===== config.mk =====
export PLATFORM = sky130hd
export DESIGN_NAME = pst_seq
export DESIGN_NICKNAME = d
export VERILOG_FILES = /design/src/rtl/pst_pkg.sv /design/src/rtl/pst_seq.sv
export SDC_FILE = /design/constraint.sdc
export NUM_CORES = 1
export LEC_CHECK = 0
export BUFFER_PORTS_ARGS = -buffer_cell sky130_fd_sc_hd__buf_2
export CAP_MARGIN = 10
export CORE_UTILIZATION = 40
export CTS_BUF_LIST = sky130_fd_sc_hd__clkbuf_8
export DETAILED_ROUTE_END_ITERATION = 10
export PLACE_DENSITY = 0.57
export SLEW_MARGIN = 20
export SYNTH_ARGS = -nofsm -noshare
export SYNTH_HDL_FRONTEND = slang
export SYNTH_SLANG_ARGS = --single-unit
export TNS_END_PERCENT = 1

===== constraint.sdc =====
create_clock -name clk -period 3.25 [get_ports clk]
set_clock_uncertainty 0.05 [all_clocks]
set_input_delay 0.8125 -clock clk [delete_from_list [all_inputs] [get_ports clk]]
set_output_delay 0.8125 -clock clk [all_outputs]
set_load 0.01 [all_outputs]

===== src/rtl/pst_pkg.sv =====
package pst_pkg;
   typedef enum logic [2:0] {
      PH_IDLE,
      PH_PRE,
      PH_BASE,
      PH_HIGH,
      PH_COPY,
      PH_FIN
   } phase_t;
endpackage


===== src/rtl/pst_seq.sv =====
// Phase sequencer: precompute steps, then base + high passes per squaring.
module pst_seq
   import pst_pkg::*;
#(
   parameter int T    = 9,
   parameter int NSQ  = 12,
   parameter int LOWN = 5,
   parameter int NPHI = 4,
   parameter int CW   = 4,
   parameter int SW   = 4,
   parameter int QW   = 4
) (
   input  logic          clk,
   input  logic          rst_n,
   input  logic          start_i,
   output phase_t        phase_o,
   output logic [CW-1:0] cnt_o,
   output logic [SW-1:0] stp_o
);
   localparam logic [CW-1:0] C_LAST  = CW'(T);
   localparam logic [CW-1:0] C_BLAST = CW'(LOWN - 1);
   localparam logic [SW-1:0] S_PLAST = SW'(T - 1);
   localparam logic [SW-1:0] S_HLAST = SW'(NPHI - 1);
   localparam logic [QW-1:0] Q_INIT  = QW'(NSQ);
   localparam logic [QW-1:0] Q_ONE   = QW'(1);

   logic [QW-1:0] sq_q;

   always_ff @(posedge clk) begin
      if (!rst_n) begin
         phase_o <= PH_IDLE;
         cnt_o   <= '0;
         stp_o   <= '0;
         sq_q    <= '0;
      end else begin
         case (phase_o)
            PH_IDLE: if (start_i) begin
               phase_o <= PH_PRE;
               cnt_o   <= '0;
               stp_o   <= SW'(1);
            end
            PH_PRE: if (cnt_o == C_LAST) begin
               cnt_o <= '0;
               if (stp_o == S_PLAST) begin
                  phase_o <= PH_BASE;
                  stp_o   <= '0;
                  sq_q    <= Q_INIT;
               end else begin
                  stp_o <= stp_o + 1'b1;
               end
            end else begin
               cnt_o <= cnt_o + 1'b1;
            end
            PH_BASE: if (cnt_o == C_BLAST) begin
               phase_o <= PH_HIGH;
               cnt_o   <= '0;
               stp_o   <= '0;
            end else begin
               cnt_o <= cnt_o + 1'b1;
            end
            PH_HIGH: if (cnt_o == C_LAST) begin
               cnt_o <= '0;
               if (stp_o == S_HLAST) phase_o <= PH_COPY;
               else                  stp_o   <= stp_o + 1'b1;
            end else begin
               cnt_o <= cnt_o + 1'b1;
            end
            PH_COPY: if (sq_q == Q_ONE) begin
               phase_o <= PH_FIN;
            end else begin
               sq_q    <= sq_q - 1'b1;
               phase_o <= PH_BASE;
            end
            PH_FIN:  phase_o <= PH_IDLE;
            default: phase_o <= PH_IDLE;
         endcase
      end
   end
endmodule


# Word level (Yosys, flattened, before mapping)
# Index checks and enable logic that the tools add are counted.
dict set report word_totals {
  word_cells 56
  inputBits 3
  out_inout_bits 11
  reg_bits 15
}
dict set report op_classes {
  eq_ne 17
  n_reduce_logical 9
  addsub 3
  mux 23
}
# cell count
set op_table {}
lappend op_table {{2-to-1 mux 4 bit} 12}
lappend op_table {{2-to-1 mux 3 bit} 7}
lappend op_table {{!= test 2 bit (second input constant)} 8}
lappend op_table {{case mux 4 bit (4 select lines)} 1}
lappend op_table {{case mux 3 bit (5 select lines)} 1}
lappend op_table {{case mux 4 bit (3 select lines)} 1}
lappend op_table {{AND reduction 6 bit} 2}
lappend op_table {{adder 4 x 1 -> 4 bit (second input constant)} 2}
lappend op_table {{equality test 4 bit (second input constant)} 2}
lappend op_table {{case mux 4 bit (2 select lines)} 1}
lappend op_table {{equality test 3 x 2 -> 1 bit (second input constant)} 2}
lappend op_table {{equality test 4 x 1 -> 1 bit (second input constant)} 1}
lappend op_table {{equality test 4 x 2 -> 1 bit (second input constant)} 1}
lappend op_table {{equality test 4 x 3 -> 1 bit (second input constant)} 1}
lappend op_table {{AND reduction 4 bit} 1}
lappend op_table {{nonzero test 4 bit} 1}
lappend op_table {{subtractor 4 x 1 -> 4 bit (second input constant)} 1}
lappend op_table {{equality test 3 x 1 -> 1 bit (second input constant)} 1}
lappend op_table {{equality test 3 bit (second input constant)} 1}
lappend op_table {{logical NOT 3 bit} 1}
lappend op_table {{nonzero test 3 bit} 1}
lappend op_table {{AND reduction 2 bit} 1}
lappend op_table {{nonzero test 2 bit} 1}
lappend op_table {{OR reduction 2 bit} 1}

# Depth between registers and ports, before layout
# Gate-level depths: netlist (run 1).
dict set report depth {
  ltp_word 4
  ltp_mapped 6
}

# Worst setup path before layout (run 1)
# OpenSTA, ideal clock, no wires.
dict set report synth_timing {
  path_type {input port to flip-flop}
  start {in start_i}
  end {reg stp_o[2]}
  slack_ns 1.442
  arrival_time_ns 1.640
  stages 4
  path_cell_list {nor3_2 a311oi_2 o211ai_1 a32o_1}
}
dict set report synth_via {
  elab_chain_cells 2
}
# item line_no
set synth_rtl {}
lappend synth_rtl {{start: declaration} pst_seq.sv:15} ;# input logic start_i,
lappend synth_rtl {{!= test 2 bit (no source line)} --}
lappend synth_rtl {{AND reduction 6 bit (no source line)} --}
lappend synth_rtl {{end signal: assignment} pst_seq.sv:49} ;# stp_o <= stp_o + 1'b1;
lappend synth_rtl {{end signal: assignment} pst_seq.sv:64} ;# else stp_o <= stp_o + 1'b1;
lappend synth_rtl {{end: declaration} pst_seq.sv:18} ;# output logic [SW-1:0] stp_o
# No other way between the ends.
# A chain may end at the register's enable or synchronous reset.

# Final worst setup path (run 1)
dict set report layout_timing {
  start {reg phase_o[1]}
  end {out phase_o[1]}
}
# item line_no
set layout_rtl {}
lappend layout_rtl {{start: declaration} pst_seq.sv:16} ;# output phase_t phase_o,
lappend layout_rtl {{start signal: assignment} pst_seq.sv:31} ;# phase_o <= PH_IDLE;
lappend layout_rtl {{start signal: assignment} pst_seq.sv:38} ;# phase_o <= PH_PRE;
lappend layout_rtl {{start signal: assignment} pst_seq.sv:45} ;# phase_o <= PH_BASE;
# No word-level cell between the ends.

==> results, run 1 <==
- The peak clock frequency supported by timing is 496 MHz.
- Yosys mapped the design onto 44 distinct sky130hd cell types.
- 0 antenna diodes ended up in the layout.
- The total global routing track utilization is 18.4%.
- The number of failing hold endpoints at the final stage is 0.
- Summed over its instances, the top area cell type makes up 30.7% of the synthesized netlist area.
- The synthesized instance count is 110.
- The first global-routing pass estimated 3680 um of wire.
- Traced cell by cell, the critical path runs through buf_2.
- The number of buffers on the longest clock path is 2.
- For this design the ratio of total power to cell area is 449 nW/um2.
- After routing, the total negative slack on setup checks comes to 0 ns.
- For this design the total switching power over the nets is 164 uW.
- The floorplan row count is 17.
- The mapped cell area is 978 um2.
- The net count after synthesis is 120.
- The number of remaining DRC errors is 0.
- The worst hold path begins at sq_q[1].
- The count of nets left with antenna violations after detail routing is 0.
- During I/O placement, the number of pins put on the boundary was 14.
- The die is 51.5 um wide.
- Of the cells placed in the final design, the portion with a size suffix greater than 1 is 19.5%.
- Yosys printed 0 warnings.
- The async set-or-reset flop fraction in the synthesized netlist is 0%.
- The detailed router finished its first iteration with 12 violations.
- The post-cts sizing count is 0.
- The design draws 494 uW.
- Summing all placed instances gives a cell area of 1050 um2.
- The worst hold path belongs to the class flop to flop.
- Ranked by total cell area, the synthesized netlist is headed by sky130_fd_sc_hd__dfxtp_1, sky130_fd_sc_hd__ha_1, sky130_fd_sc_hd__nand3b_1, sky130_fd_sc_hd__o2111a_1, sky130_fd_sc_hd__nand3_1.
- The critical register-to-register path startpoint is phase_o[1].
- At the pin with the least slew margin, the transition time is 0.564 ns.
- For this run, the register share of the synthesized area comes to 30.7%.
- The worst slew margin relative to its limit is 62.3%.
- The startpoint-to-endpoint class of the critical path is flop to primary output.
- Across the run, the number of max-cap violations was 0.
- Data on the critical path is required at its endpoint by 2.39 ns.
- The most critical setup path has its startpoint at phase_o[1].
- The signal arrival time at the worst endpoint is 1.15 ns.
- The post-synthesis to final-layout area growth is 12.4%.
- Global routing finished with a remaining overflow of 0.
- The final number of max-transition violations is 0.
- The peak ir drop on the vdd network is 0.211 mV.
- Measured on the finished design, the core utilization comes to 48.8%.
- The cell family with the largest share of critical-path delay is flip-flops.
- The average wire per standard cell is 14.0 um.
- The aggregate routed wire length is 2110 um.
- The top flip-flop cell by instance count after synthesis is sky130_fd_sc_hd__dfxtp_1.
- The via count of the first global-routing pass is 790.
- The maximum number of pins on one net before global-route repair is 17.
- The CTS tree is yes.
- CTS placed an instance of sky130_fd_sc_hd__clkbuf_8 at the clock tree root.
- Setup repair after global routing left no endpoint under its margin.
- In this run the static leakage power is 0.422 nW.
- The final critical path takes up 62.0% of the cycle.
- The total number of clock tree sinks is 15.
- After legalization and detailed placement, the total HPWL measured 1560 um.
- The number of levels in the clock H-tree is 1.
- For this run, the slowest stage of the critical path takes 0.68 ns.
- The area of all placed cells without fillers is 1100 um2.
- The register bit count reported by yosys is 15.
- The maximum fanout encountered on the critical timing path is 16.
- The run finished with clean final reports.
- In this run the number of cells on the critical path is 1.
- The count of flip-flops with a built-in enable after synthesis is 0.
- The setup fix buffers added after clock tree synthesis is 0.
- The core area is 2250 um2.
- The fraction of power spent switching nets is 33.2%.
- The insertion delay of the later-clocked pin in the worst-skew pair is 0.24 ns.
- The count of buffering cells on the critical path with inverters included is 1.
- The die is 51.5 um tall.
- Per report_power, the sequential group accounts for 45.5% of the total.
- The launching element type of the critical path is a flop.
- In the routed layout, each cell is associated on average with a via count of 5.99.
- The first-pass detailed-route iteration total is 4.
- The part of the power in the clock network is 30.1%.
- The proportion of power drawn by combinational gates is 24.4%.
- The number of antenna violations at the first check in global routing is 0.
- Each instance of the synthesized netlist takes up on average 8.89 um2.
- The internal power of the cells totals 330 uW.
- Among all stages on the critical path, the largest delay is contributed by sky130_fd_sc_hd__dfxtp_1.
- The floorplan step defined a die boundary enclosing 2650 um2.
- The largest area contributor in the synthesized netlist is sky130_fd_sc_hd__dfxtp_1.
- After synthesis, the most frequently instantiated cells are sky130_fd_sc_hd__dfxtp_1, sky130_fd_sc_hd__inv_1, sky130_fd_sc_hd__ha_1.
- Once the floorplan was initialized, standard cells occupied 43.4% of the core.
- The number of hold buffers added after CTS was 0.
- Clock-pin slew was measured on the worst setup and hold paths at 0.06 ns.
- STA classifies the critical path endpoint as a primary output.
- The total clock buffers created by CTS is 3.
- The post-route minimum period is 2.02 ns.
- The number of nets at the end of the flow is 134.
- Setup violations remaining at the end of the flow were counted as 0.
- Along the worst hold path, the cell count comes to 2.
- The quantity of I/O buffers inserted on ports is 13.
- For the worst flop-to-flop path, the logic depth is 4.
- The vias after detailed routing is 904.
- The library cell with the highest instance count after synthesis is sky130_fd_sc_hd__dfxtp_1.
- Routability-driven placement finished with a final weighted congestion of 0.799.
==> placed cells by master (no fill, tap or decap), types with 2 or more instances in the layout <==
cell and instances:
sky130_fd_sc_hd__dfxtp_1 15, sky130_fd_sc_hd__buf_2 13, sky130_fd_sc_hd__inv_1 9, sky130_fd_sc_hd__ha_1 7, sky130_fd_sc_hd__nand3b_1 6, sky130_fd_sc_hd__nand3_1 6, sky130_fd_sc_hd__nand2_1 6, sky130_fd_sc_hd__nor2_1 5
sky130_fd_sc_hd__a21oi_1 5, sky130_fd_sc_hd__o2111a_1 4, sky130_fd_sc_hd__nor2b_1 3, sky130_fd_sc_hd__nand2b_1 3, sky130_fd_sc_hd__o211ai_1 3, sky130_fd_sc_hd__nor3_1 3, sky130_fd_sc_hd__o21a_1 3, sky130_fd_sc_hd__clkbuf_8 3
sky130_fd_sc_hd__or3b_2 2, sky130_fd_sc_hd__a32o_1 2
==> cell type report <==
type	count	area (um2)
clock buffers	3	41.3
clock inverters	1	3.75
fillers	253	1150
inverters	8	30.0
multi-input cells	83	624
flip-flops and latches	15	300
well taps	28	35.0
repair buffers	13	65.1
==> power by group through the flow <==
stage	Sequential [mW]	Clock, mW	Combinational [mW]
floorplan	0.221	0	0.0949
global placement	0.228	0	0.120
detailed placement	0.228	0	0.121
CTS	0.225	0.154	0.122
global route	0.229	0.164	0.137
finish	0.225	0.149	0.121
==> state kept, by name, indices dropped and copies added (netlist names) <==
name     cells
stp_o        4
sq_q         4
cnt_o        4
phase_o      3
==> layer usage <==
metal	up-vias	part of all wire, %	GRT usage [%]
met1	445	51	26.0
met3	2	4.0	2.98
met4	0	0.52	5.41
li1	442	-	-
met2	15	45	28.4
met5	-	0	0
==> final timing paths <==
check	to	slack [ns]
worst max-delay path	phase_o[1]	1.23
worst min-delay path	sq_q[1]	0.43
worst max register to register	stp_o[2]	1.35
worst min register to register	sq_q[1]	0.43
==> through the flow <==
step | worst slack (ns) | std cells | hold WS (ns)
final | 1.23 | 151 | 0.432
after global routing | 1.15 | 151 | 0.463
after detailed placement | 1.20 | 147 | 0.427
after CTS | 1.23 | 151 | 0.436
after global placement | 1.21 | 147 | 0.418
after floorplan | 1.44 | 110 | 0.398
==> cell families after synthesis <==
| kind of cell | count (synthesis) | synth area share (%) |
|---|---|---|
| AO/OA/AOI/OAI | 31 | 26.5 |
| adder cells (fa/ha/maj) | 7 | 8.95 |
| buffers and inverters | 12 | 5.50 |
| flip-flops | 15 | 30.7 |
| multiplexers | 1 | 1.02 |
| AND/OR/NAND/NOR | 44 | 27.4 |
No activity file was read; power rests on OpenSTA's default activity.
==> inputs of run 2 (changes only) <==
Clock period 3.25 ns to 1.9 ns, I/O delays scaled along.
==> run 2 against run 1 <==
  * First-iteration DRC count is 33% higher
  * Sequential power is 68% higher
  * Clock-buffer cell count stayed put
  * Largest cell class unchanged
  * Final cell count is 4.0% higher
  * Wire length is 11% higher
  * Combinational power is 100% higher
  * Sequential share of layout area is 1.4 points lower
  * Critical endpoint is now stp_o[2]
  * Core utilization is 2.9 points higher
  * Global-route usage is 2.4 points higher
  * Register-to-register slack worse by 1.2 ns
==> results, run 2 (synthesis results as in run 1) <==
- The post-synthesis to final-layout area growth is 19.2%.
- In this run the power density over the cells is 765 nW/um2.
- The static leakage is 0.454 nW.
- The quantity of I/O buffers inserted on ports is 13.
- The final worst-path cycle share is 93.6%.
- The number of levels in the clock H-tree is 1.
- Summing all flip-flop and latch instances after layout gives 302 um2.
- For the worst flop-to-flop path, the logic depth is 5.
- The endpoint of the worst hold-timing path is sq_q[1].
- Setup violations remaining at the end of the flow were counted as 0.
- The die outline area is 2650 um2.
- The total number of clock tree sinks is 15.
- The root buffer cell chosen for the clock tree is sky130_fd_sc_hd__clkbuf_8.
- The core area is 2250 um2.
- The initial core utilization is 43.4%.
- The die is 51.5 um wide.
- The post-route netlist has 24.8% of its cells at a drive strength greater than 1.
- Dividing the detail-routed wire length by the instance count gives 14.8 um.
- TritonCTS built the clock tree.
- Across the VDD grid, the largest voltage drop is 0.427 mV.
- The clock period could shrink to 1.78 ns.
- The final layout contains routed wiring with a total length of 2330 um.
- The worst hold path was traced through 2 stages.
- Detailed routing inserted a total of 927 vias.
- The worst hold path startpoint is sq_q[1].
- Routability-driven placement finished with a final weighted congestion of 0.802.
- STA classifies the critical path startpoint as a flop.
- Setup repair after global routing left no endpoint under its margin.
- Global routing used 20.8% of the available tracks across all layers.
- The first-pass detailed-route iteration total is 4.
- The count of nets left with antenna violations after detail routing is 0.
- The peak clock frequency supported by timing is 562 MHz.
- The sum of negative setup slack is 0 ns.
- The final worst setup slack is 0.122 ns.
- In this run the worst path has a maximum fanout of 7.
- The total congestion overflow is 0.
- The reg-to-reg setup timing slack is 0.12 ns.
- The worst slew margin relative to its limit is 70.2%.
- STA puts the critical path data required time at 2.00 ns.
- The number of buffers on the longest clock path is 2.
- After detailed routing, the number of remaining DRC violations is 0.
- Summed over all nets, the half-perimeter wirelength after detailed placement is 1760 um.
- The reg-to-reg critical path endpoint is stp_o[2].
- The floorplan row count is 17.
- The critical path is of the flop to flop type.
- The number of top-level pins is 14.
- The number of antenna violations at the first check in global routing came to 0.
- The first-pass GRT wire length is 4130 um.
- Leaving out fill and tap cells, the most frequent cells in the layout are sky130_fd_sc_hd__dfxtp_1, sky130_fd_sc_hd__buf_2, sky130_fd_sc_hd__inv_1.
- After filler insertion, the fill cell instance count of the layout stands at 243.
- The number of hold buffers added after CTS was 0.
- The library cell used most frequently in the layout, excluding fill and tap cells, is sky130_fd_sc_hd__dfxtp_1.
- The via density per instance is 5.90.
- Summing all multi-input logic gate instances after layout gives 643 um2.
- The signal arrival time at the worst endpoint is 1.87 ns.
- The insertion delay of the later-clocked pin in the worst-skew pair is 0.25 ns.
- The number of nets at the end of the flow is 140.
- Prior to clock tree synthesis, the placed netlist has a worst setup slack of 0.0904 ns.
- The worst hold path class is flop to flop.
- The final number of max-transition violations is 0.
- The largest registers in the layout are cnt_o (4), sq_q (4), stp_o (4).
- The post-CTS clock slew at the launch and capture registers of the worst setup and hold paths is 0.06 ns.
- The number of antenna repair diodes is 0.
- The number of failing hold endpoints at the final stage is 0.
- The die span in y is 51.5 um.
- At the pin with the least slew margin, the transition time is 0.444 ns.
- The worst setup path is captured at a flop.
- The worst register-to-register path begins at stp_o[0].
- Across the run, the number of max-cap violations was 0.
- The via count of the first global-routing pass was 905.
- The run finished with clean final reports.
- In this run, the number of DRC markers left after iteration 0 of detailed routing was 16.
- Clock tree synthesis inserted a total of 3 buffers.
- The maximum number of pins on one net before global-route repair is 15.
run 2: cell types whose count changed in the layout (fill, tap and decap cells not counted):
cell                       previous run  this run
sky130_fd_sc_hd__a21oi_2              1         0
sky130_fd_sc_hd__a21oi_4              0         1
sky130_fd_sc_hd__a311oi_2             1         0
sky130_fd_sc_hd__a311oi_4             0         1
sky130_fd_sc_hd__buf_4                0         6
sky130_fd_sc_hd__clkinv_2             0         1
sky130_fd_sc_hd__dfxtp_1             15        14
sky130_fd_sc_hd__dfxtp_2              0         1
sky130_fd_sc_hd__inv_1                9         8
run 2: final cells by class:
cell class / count / share of cell area [%]
timing repair buffer: 19 / 9.44
clock buffer: 3 / 3.54
clock inverter: 1 / 0.429
sequential: 15 / 25.9
tap: 28 / 3.00
inverter: 8 / 2.58
multi-input combinational: 83 / 55.2
run 2: worst max-delay path: stages, from the launching register on:
cell and delay, ns:
sky130_fd_sc_hd__dfxtp_1 0.40, sky130_fd_sc_hd__ha_1 0.24, sky130_fd_sc_hd__nor4bb_1 0.33, sky130_fd_sc_hd__o21ai_1 0.22, sky130_fd_sc_hd__and3_1 0.23, sky130_fd_sc_hd__a32o_1 0.21
run 2: timing repair:
item,CTS,global route
endpoints found under the setup margin,0,2
setup buffers,0,0
gates resized for setup,0,3
run 2: power breakdown:
part	switching [mW]	internal, mW	total, mW
registers	0.0405	0.338	0.379
clock network	0.121	0.145	0.266
logic	0.140	0.107	0.248
total	0.302	0.591	0.893
run 2: worst max path at each step:
stage / startpoint / endpoint
finish: stp_o[0] / stp_o[2]
global route: stp_o[0] / stp_o[2]
CTS: cnt_o[0] / stp_o[2]
detailed placement: cnt_o[0] / stp_o[2]
global placement: cnt_o[0] / stp_o[2]
floorplan: cnt_o[0] / stp_o[2]
run 2: through the flow:
step                cell area [um2]  hold slack (ns)  instances  total power, mW  utilization, %
floorplan                       978            0.398        110            0.540               -
global placement               1100            0.428        153            0.615            48.8
detailed placement             1100            0.434        153            0.622            48.8
CTS                            1150            0.444        157            0.889            50.8
global route                   1170            0.473        157            0.945            51.7
finish                         1170            0.442        157            0.893            51.7
run 2: per-layer routing:
layer	vias up	global-route usage [%]	part of all wire [%]
met5	-	0	0
met4	0	9.46	0.86
met3	4	3.87	3.0
met2	17	34.2	47
met1	451	26.0	49
li1	455	-	-
==> inputs of run 3 (changes only) <==
Settings changed: PLACE_DENSITY 0.57 to default.
==> run 3 against run 2 <==
  * Worst hold slack gained 0.0023 ns
  * Largest cell class unchanged
  * Worst setup slack gained 0.025 ns
  * Cell area grew 1.2%
  * Core utilization grew 0.61 points
  * Global-route usage shrank 1.9 points
  * Clock-buffer cell count is the same
  * Critical path type unchanged
  * Sequential power is essentially flat
  * Sequential share of layout area shrank 0.41 points
==> results, run 3 (synthesis results as in run 1) <==
- The peak clock frequency supported by timing is 570 MHz.
- For the final routed database, the setup TNS stands at 0 ns.
- The number of inserted filler cells in the final layout is 227.
- The final layout contains 143 nets.
- The signal arrival time at the worst endpoint is 1.89 ns.
- The number of levels in the clock H-tree is 1.
- The floorplan row count is 17.
- In the finished design, the share of the clock period the worst path needs comes to 92.3%.
- Headroom to the max-slew limit came out at 72.3%.
- Before antenna repair, the detailed router went through 4 iterations.
- The path class of the tightest hold or removal check is flop to flop.
- The DRC marker count from the first detailed-route iteration is 18.
- The final setup violation count is 0.
- The post-route netlist has 26.5% of its cells at a drive strength greater than 1.
- The first-pass GRT wire length is 3770 um.
- The number of buffers and inverters on the critical path is 0.
- Clock tree synthesis selected as its root buffer the cell sky130_fd_sc_hd__clkbuf_8.
- Counting I/O delays and the setup requirement, the final critical path takes 1.75 ns.
- In the layout the commonest cells are sky130_fd_sc_hd__dfxtp_1, sky130_fd_sc_hd__buf_2, sky130_fd_sc_hd__buf_4.
- The core area is 2250 um2.
- Clock-pin slew was measured on the worst setup and hold paths at 0.07 ns.
- The peak ir drop on the vdd network is 0.467 mV.
- The count of buffers added on input and output ports is 13.
- The number of top-level pins is 14.
- The die covers 2650 um2.
- The critical path goes through ha_1 -> nand3b_1 -> or3_1 -> a21oi_4 -> mux2i_1.
- The cell family contributing the most delay on the critical path is simple AND/OR/NAND/NOR gates.
- The power density over the cells is 767 nW/um2.
- Relative to the synthesized area, the layout overhead comes to 20.6%.
- The congestion estimate from routability-driven global placement came to 0.906.
- The number of failing hold endpoints at the final stage was 0.
- The static leakage is 0.468 nW.
- The kind of end point of the critical path is a flop.
- From left edge to right edge, the die measures 51.5 um.
- The max-cap violation count is 0.
- The startpoint-to-endpoint class of the critical path is flop to flop.
- The total clock buffers created by CTS is 3.
- The later pin in the worst-skew pair is clocked with a latency of 0.25 ns.
- The largest registers in the layout are cnt_o (4), sq_q (4), stp_o (4).
- The CTS tree is yes.
- Global routing finished with a remaining overflow of 0.
- The completed layout was analyzed and its total power is 905 uW.
- In the final routed layout, each cell accounts on average for 14.0 um.
- The slowest stage of the critical path belongs to the cell sky130_fd_sc_hd__or3_1.
- The via count of the first global-routing pass came to 820.
- The flow ran to the end, and the final reports show no timing, DRC or antenna violations.
- The number of hold buffers added after CTS was 0.
- The maximum number of pins on one net before global-route repair is 15.
- The tightest hold path in the finished design has a slack of 0.444 ns.
- The detailed placement HPWL is 1670 um.
- For this run, the total global-route usage over all layers was measured as 18.9%.
- Summing over every cut layer, the via total after detailed routing is 920.
- At the pin with the least slew margin, the transition time is 0.416 ns.
- The maximum fanout encountered on the critical timing path is 5.
- The most common library cell in the layout ignoring fill and taps is sky130_fd_sc_hd__dfxtp_1.
- The total number of clock tree sinks is 15.
- Data on the critical path is required at its endpoint by 2.04 ns.
- For this run, design rule violations remaining after detail routing come to 0.
- The number of antenna violations at the first check in global routing is 0.
- 0 antenna diodes ended up in the layout.
- Setup repair after global routing left no endpoint under its margin.
- The final number of max-transition violations is 0.
- The number of buffers on the longest clock path is 2.
- The launching element type of the critical path is a flop.
- The die span in y is 51.5 um.
- The initial core utilization is 43.4%.
- The count of nets left with antenna violations after detail routing is 0.
- Dividing the detail-routed via count by the number of cells gives 5.75.
- The aggregate routed wire length is 2240 um.
- The delay contributed by the slowest stage of the critical path is 0.46 ns.
[run 3: cell types whose count changed in the layout (fill, tap and decap cells not counted)]
cell                       delta
sky130_fd_sc_hd__buf_4        +3
sky130_fd_sc_hd__a311oi_2     +1
sky130_fd_sc_hd__a311oi_4     -1
sky130_fd_sc_hd__dfxtp_1      +1
sky130_fd_sc_hd__dfxtp_2      -1
sky130_fd_sc_hd__o21ai_1      -1
sky130_fd_sc_hd__o21ai_2      +1
[run 3: repair_timing]
action                     4_1_cts  5_1_grt
setup buffers                    0        0
gates resized for setup          0        2
setup endpoints to repair        0        2
[run 3: worst paths after layout]
check        startpoint      end  slack [ns]  cells past startpoint
min reg2reg     sq_q[1]  sq_q[1]        0.44                      2
min             sq_q[1]  sq_q[1]        0.44                      2
max reg2reg    cnt_o[0]  sq_q[1]        0.15                      5
max            cnt_o[0]  sq_q[1]        0.15                      5
[run 3: through the flow]
step,worst slack (ns),area [um2],utilization [%],std cells
after floorplan,0.205,978,-,110
after global placement,0.174,1120,49.8,156
after detailed placement,0.146,1120,49.8,156
after CTS,0.126,1170,51.8,160
after global routing,0.00204,1180,52.3,160
final,0.146,1180,52.3,160
[run 3: metal layers]
| layer | global-route usage, % | up-vias | part of all wire (%) |
|---|---|---|---|
| met2 | 27.5 | 21 | 44 |
| li1 | - | 462 | - |
| met4 | 8.11 | 0 | 0.40 |
| met5 | 0 | - | 0 |
| met1 | 26.8 | 435 | 51 |
| met3 | 3.57 | 2 | 4.6 |
[run 3: power breakdown]
group / switching (mW) / internal (mW)
registers: 0.0406 / 0.337
logic: 0.141 / 0.119
clock network: 0.122 / 0.145
total: 0.304 / 0.601
[run 3: layout make-up]
type | count | area (um2) | area share, %
repair buffers | 22 | 133 | 11.2
multi-input cells | 83 | 636 | 53.9
well taps | 28 | 35.0 | 2.97
clock buffers | 3 | 41.3 | 3.50
clock inverters | 1 | 5.00 | 0.424
inverters | 8 | 30.0 | 2.55
flip-flops and latches | 15 | 300 | 25.5
[run 3: worst register-to-register path, cell delays in order (launching register included)]
cell and delay, ns:
sky130_fd_sc_hd__dfxtp_1 0.40, sky130_fd_sc_hd__ha_1 0.17, sky130_fd_sc_hd__nand3b_1 0.17, sky130_fd_sc_hd__or3_1 0.47
sky130_fd_sc_hd__a21oi_4 0.23, sky130_fd_sc_hd__mux2i_1 0.20
